[config.mk]
export PLATFORM = sky130hd
export DESIGN_NAME = sched_token_seq
export DESIGN_NICKNAME = d
export VERILOG_FILES = /design/src/rtl/sts_pkg.sv /design/src/rtl/sts_actor_ref.sv /design/src/rtl/sts_inner_loop.sv /design/src/rtl/sts_outer_loop.sv /design/src/rtl/sched_token_seq.sv
export SDC_FILE = /design/constraint.sdc
export NUM_CORES = 1
export LEC_CHECK = 0
export BUFFER_PORTS_ARGS = -buffer_cell sky130_fd_sc_hd__buf_2
export CAP_MARGIN = 20
export CORE_UTILIZATION = 48
export CTS_CLUSTER_SIZE = 25
export DETAILED_ROUTE_END_ITERATION = 10
export PLACE_DENSITY = 0.78
export SLEW_MARGIN = 0
export SYNTH_ARGS = -nofsm -noshare
export SYNTH_HDL_FRONTEND = slang
export SYNTH_SLANG_ARGS = --single-unit
[constraint.sdc]
create_clock -name clk -period 1.8 [get_ports clk]
set_input_delay 0.45 -clock clk [delete_from_list [all_inputs] [get_ports clk]]
set_output_delay 0.45 -clock clk [all_outputs]
set_load 0.01 [all_outputs]
[src/rtl/sts_pkg.sv]
package sts_pkg;
  localparam int TOK_N   = 7;
  localparam int P_OUTER = 0;
  localparam int P_A     = 1;
  localparam int P_IENT  = 2;
  localparam int P_B     = 3;
  localparam int P_IRET  = 4;
  localparam int P_C     = 5;
  localparam int P_END   = 6;
  localparam int NACT    = 3;

  function automatic logic [TOK_N-1:0] tok_at(input int p);
    logic [TOK_N-1:0] v;
    v = '0;
    v[p] = 1'b1;
    return v;
  endfunction

  function automatic int actor_pos(input int i);
    return (i == 0) ? P_A : (i == 1) ? P_B : P_C;
  endfunction
endpackage

[src/rtl/sts_actor_ref.sv]
module sts_actor_ref (
  input  logic clk,
  input  logic rst_n,
  input  logic tok_here,
  input  logic en,
  input  logic done,
  output logic fire,
  output logic pass,
  output logic skipped
);
  logic waiting;

  always_comb begin
    fire    = tok_here & ~waiting & en;
    skipped = tok_here & ~waiting & ~en;
    pass    = skipped | (waiting & done);
  end

  always_ff @(posedge clk) begin
    if (!rst_n)                waiting <= 1'b0;
    else if (fire)             waiting <= 1'b1;
    else if (waiting && done)  waiting <= 1'b0;
  end

  // while waiting for done the token must stay at this node
  p_wait_holds_token_r6: assert property (@(posedge clk) disable iff (!rst_n)
    waiting |-> tok_here);
  // fire strobe lasts one cycle
  p_fire_pulse_r6: assert property (@(posedge clk) disable iff (!rst_n)
    fire |=> !fire);
endmodule

[src/rtl/sts_inner_loop.sv]
module sts_inner_loop #(
  parameter int INNER_COUNT = 2
) (
  input  logic clk,
  input  logic rst_n,
  input  logic tok_ent,
  input  logic tok_ret,
  output logic to_b,
  output logic to_c
);
  localparam int IW = $clog2(INNER_COUNT + 1);

  logic [IW-1:0] cnt;
  logic          more;

  function automatic logic left_after_dec(input logic [IW-1:0] c);
    return c > IW'(1);
  endfunction

  always_comb begin
    more = left_after_dec(cnt);
    to_b = tok_ent | (tok_ret & more);
    to_c = tok_ret & ~more;
  end

  always_ff @(posedge clk) begin
    if (!rst_n)       cnt <= '0;
    else if (tok_ent) cnt <= IW'(INNER_COUNT);
    else if (tok_ret) cnt <= cnt - IW'(1);
  end

  // count never exceeds the configured inner count
  p_inner_bound_r4: assert property (@(posedge clk) disable iff (!rst_n)
    cnt <= IW'(INNER_COUNT));
  // a return from B only happens after an entry loaded the count
  p_ret_after_load_r4: assert property (@(posedge clk) disable iff (!rst_n)
    tok_ret |-> cnt != '0);
endmodule

[src/rtl/sts_outer_loop.sv]
module sts_outer_loop #(
  parameter int CNT_W = 8
) (
  input  logic             clk,
  input  logic             rst_n,
  input  logic             load,
  input  logic [CNT_W-1:0] load_val,
  input  logic             tok_here,
  input  logic             forever_mode,
  output logic             to_a,
  output logic             to_end
);
  logic [CNT_W-1:0] cnt;

  function automatic logic exhausted(input logic [CNT_W-1:0] c);
    return c == '0;
  endfunction

  always_comb begin
    to_end = tok_here & ~forever_mode & exhausted(cnt);
    to_a   = tok_here & ~to_end;
  end

  always_ff @(posedge clk) begin
    if (!rst_n)                                cnt <= '0;
    else if (load)                             cnt <= load_val;
    else if (tok_here && !forever_mode && !exhausted(cnt)) cnt <= cnt - CNT_W'(1);
  end

  // end is reached once; the token leaves the loop node afterwards
  p_end_once_r3: assert property (@(posedge clk) disable iff (!rst_n)
    to_end |=> !tok_here);
  // in forever mode the outer node never ends the schedule
  p_forever_no_end_r7: assert property (@(posedge clk) disable iff (!rst_n)
    forever_mode |-> !to_end);
endmodule

[src/rtl/sched_token_seq.sv]
module sched_token_seq #(
  parameter int CNT_W       = 8,
  parameter int SKIP_W      = 16,
  parameter int INNER_COUNT = 2
) (
  input  logic              clk,
  input  logic              rst_n,
  input  logic              start,
  input  logic [CNT_W-1:0]  outer_count,
  input  logic              run_forever,
  input  logic [2:0]        act_en,
  input  logic [2:0]        act_done,
  output logic [2:0]        act_fire,
  output logic              busy,
  output logic              finished,
  output logic [SKIP_W-1:0] skip_count
);
  import sts_pkg::*;

  logic [TOK_N-1:0] tok, tok_nxt;
  logic [NACT-1:0]  pass, skipped;
  logic             start_ok;
  logic             out_to_a, out_to_end, in_to_b, in_to_c;

  assign start_ok = start & ~busy;

  sts_outer_loop #(.CNT_W(CNT_W)) u_outer (
    .clk(clk), .rst_n(rst_n), .load(start_ok), .load_val(outer_count),
    .tok_here(tok[P_OUTER] & busy), .forever_mode(run_forever),
    .to_a(out_to_a), .to_end(out_to_end));

  sts_inner_loop #(.INNER_COUNT(INNER_COUNT)) u_inner (
    .clk(clk), .rst_n(rst_n), .tok_ent(tok[P_IENT]), .tok_ret(tok[P_IRET]),
    .to_b(in_to_b), .to_c(in_to_c));

  for (genvar i = 0; i < NACT; i++) begin : g_act
    sts_actor_ref u_ref (
      .clk(clk), .rst_n(rst_n), .tok_here(tok[actor_pos(i)]),
      .en(act_en[i]), .done(act_done[i]), .fire(act_fire[i]),
      .pass(pass[i]), .skipped(skipped[i]));
  end

  always_comb begin
    tok_nxt = tok;
    if (out_to_a)   tok_nxt = tok_at(P_A);
    if (out_to_end) tok_nxt = tok_at(P_END);
    if (pass[0])    tok_nxt = tok_at(P_IENT);
    if (in_to_b)    tok_nxt = tok_at(P_B);
    if (pass[1])    tok_nxt = tok_at(P_IRET);
    if (in_to_c)    tok_nxt = tok_at(P_C);
    if (pass[2])    tok_nxt = run_forever ? tok_at(P_A) : tok_at(P_OUTER);
  end

  always_ff @(posedge clk) begin
    if (!rst_n) begin
      tok        <= tok_at(P_OUTER);
      busy       <= 1'b0;
      finished   <= 1'b0;
      skip_count <= '0;
    end else begin
      if (start_ok) begin
        tok      <= tok_at(P_OUTER);
        busy     <= 1'b1;
        finished <= 1'b0;
      end else begin
        tok <= tok_nxt;
        if (out_to_end) begin
          busy     <= 1'b0;
          finished <= 1'b1;
        end
      end
      if (|skipped) skip_count <= skip_count + SKIP_W'(1);
    end
  end

  // exactly one token in the sequencer
  p_one_token_r9: assert property (@(posedge clk) disable iff (!rst_n)
    $onehot(tok));
  // at most one actor fired at a time
  p_single_fire_r9: assert property (@(posedge clk) disable iff (!rst_n)
    $onehot0(act_fire));
  // idle sequencer fires nothing
  p_idle_quiet_r9: assert property (@(posedge clk) disable iff (!rst_n)
    !busy |-> act_fire == '0);
  // finished and busy are exclusive
  p_finish_idle_r8: assert property (@(posedge clk) disable iff (!rst_n)
    finished |-> !busy);
endmodule

==> impl_metrics.yaml <==
global_route:
  grt_max_degree: 22
  grt_usage_pct: 21.54
  antenna_found_initial: 0
  grt-ovfl-total: 0
  grt_pass1_vias: 1525
  grt_pass1_wl_mm: 6.810
logic_synthesis:
  netlist_area_um2: 1856
  yosys-top-cells-area: "dfxtp_1 40%, a21oi_1 7.3%, o21ai_0 4.9%"
  syn_nets: 236
  ys.flop_type: "dfxtp_1"
  yosysMostFrequentCell: "dfxtp_1"
  avgSynthCellArea_um2: 8.671
  synth_xor_area_share_pct: 4.720
  synth_edf_count: 0
  synth_top_family_by_area: "simple AND/OR/NAND/NOR gates"
  synth_compound_gate_area_share_pct: 21.24
  synthMuxAreaShare_pct: 1.079
  yosys.area_share.simple_pct: 23.80
  async_flop_share_pct: 0
  synth.distinct_cells: 48
  ys_seq_area_share_pct: 39.92
  ys_top_cells_by_count: "37 x dfxtp_1, 27 x a21oi_1, 18 x o21ai_0"
  synth_top_area_share_pct: 39.92
  synth-seq-cells: 37
  synthAdderAreaFrac_pct: 2.697
  yosys_warnings: 0
  netlist_instances: 214
  synth_top_area_cell: "dfxtp_1"
run_status:
  status: "completed"
clocking:
  cts_sinks: 37
  numCtsBuffers: 5
  holdBufCountCts: 0
  cts-root-buf: "clkbuf_8"
  cts_tree: "built"
  htreeDepth: 2
  clkTransAtPathRegs_ns: 0.07
  post_cts_buffers: 0
  cts.path.max_buffers: 2
  clock_latency_ns: 0.29
floorplan:
  start_util_pct: 50.31
  die_y_um: 64.18
  die-area_um2: 4118
  die-width_um: 64.18
  core_area_um2: 3689
  ios: 39
  row_count: 22
routing:
  wl_mm: 4.096
  drt_first_iter_violations: 89
  vias_per_cell: 5.625
  remaining_drc_errors: 0
  dr.pass1.iters: 4
  detail_route.wl_per_cell_um: 13.26
  vias: 1738
  ant_nets: 0
timing:
  rsz0062_at_grt: "false"
  finalSetupViolations: 0
  period_minus_slack_ns: 1.726
  fin_skew_ns: 0.006941
  fmax_mhz: 579.5
  final_hold_viol_count: 0
  timing.slew.headroom_pct: 52.68
  fin_crit_sh_pct: 95.87
  fin_hold_ws_ns: 0.4117
  maxSlewViolCount: 0
  tightest_slew_ns: 0.7055
min_path:
  min_from: "outer_count[7]"
  min-delay-path-class: "in -> reg"
worst_setup_path:
  slowest_delay_ns: 0.59
  slowest_stage: "or4_4"
  crit_buf_inv: 0
  worst_r2r_startpoint: "u_outer.cnt[3]"
  cpLargestDelayFamily: "compound AO/OA/AOI/OAI gates"
  cp.arrival_ns: 1.96
  crit_chain: "or4_4, o311a_1, a211o_1, a21oi_2"
  end_kind: "flop"
  cp-start-kind: "flop"
  crit_type: "reg -> reg"
  startpoint: "u_outer.cnt[3]"
  crit_required_ns: 2.04
  cp_max_fo: 8
pwr:
  peakVddDrop_uv: 416.3
  powerDensity_nw_per_um2: 746.4
  power.leakage_nw: 0.9266
flow_run:
  maxCapViolations: 0
final_layout:
  synthToLayoutAreaGrowth_pct: 20.36
  drive_above_1_share_pct: 26.44
  fin_nets: 283
  num_antenna_cells: 0
  utilization_pct: 60.55
place:
  hpwl_mm: 2.947
  globalplace.congestion: 0.8375
  port_buffers: 38
==> layer usage <==
metal / vias to the layer above / track usage (%) / part of all wire (%)
li1: 873 / - / -
met1: 818 / 27.56 / 47
met2: 39 / 33.91 / 47
met3: 8 / 4.464 / 4.7
met4: 0 / 11.39 / 2.0
met5: - / 0 / 0
==> kinds of logic after synthesis <==
family	Yosys count
AO/OA/AOI/OAI	64
XOR/XNOR	10
adder cells (fa/ha/maj)	4
buffers and inverters	24
flip-flops	37
multiplexers	2
AND/OR/NAND/NOR	73
==> per-stage QoR <==
step	setup TNS (ns)	power [W]	std cells	instance area [um2]	setup WS (ns)
final	0	0.001667	309	2233	0.07425
after global routing	0	0.001744	309	2233	0.02685
after CTS	0	0.001674	309	2226	0.03044
after floorplan	0	0.001037	214	1856	0.05743
after detailed placement	-0.8706	0.001094	302	2135	-0.1243
after global placement	-0.2780	0.001091	302	2135	-0.04171
==> worst paths after layout <==
| kind | end | slack (ns) | cells after the start |
|---|---|---|---|
| worst max-delay path | u_outer.cnt[1] | 0.07 | 4 |
| worst min-delay path | u_outer.cnt[7] | 0.41 | 3 |
| worst max register to register | u_outer.cnt[1] | 0.07 | 4 |
| worst min register to register | finished | 0.47 | 2 |
==> tightest hold or removal path, cell delays in order <==
cell	delay, ns
buf_2	0.07
nand3_1	0.06
o21ai_0	0.08
==> power by group <==
group          switching, W  internal, W  total (W)
Clock              0.000283     0.000304   0.000586
Combinational      0.000115    0.0000954   0.000211
Sequential        0.0000241     0.000846   0.000870
==> area by class of cell <==
class                           count  area (um2)
Clock buffer                        7       86.33
Fill cell                         361        1455
Inverter                           12       45.04
Multi-Input combinational cell    153        1006
Sequential cell                    37       740.7
Tap cell                           48       60.06
Timing Repair Buffer               52       295.3
==> flip-flops by register name (all words and copies together), names as in the netlist <==
signal               flops
tok                      6
u_outer.cnt              8
g_act.u_ref.waiting      3
u_inner.cnt              2
busy                     1
skip_count              16
finished                 1
==> placed cells by master (no fill, tap or decap), types with 2 or more instances in the layout <==
master and count:
o2111ai_1 2, and3_1 3, buf_2 38, mux2i_1 2, buf_4 14, nand2b_1 2
nor3_1 2, and4_1 3, nor2_1 14, a21oi_1 27, nand4b_1 2, dfxtp_1 37
ha_1 4, inv_1 12, o31ai_2 2, a31oi_1 2, xnor2_1 4, nor3b_2 2
nor3b_1 3, nand3_1 6, nand2_1 10, o211ai_1 2, o21ai_0 18, o31ai_1 4
or3_1 10, xor2_1 6, nand4_1 5, and3b_1 2, clkbuf_8 6
==> repair_timing <==
action                                  CTS  global route
gates resized for setup                   1             2
endpoints found under the setup margin    6             7
hold endpoints to repair                  0             0
pin swaps                                 0             0
No activity file was read; power rests on OpenSTA's default activity.
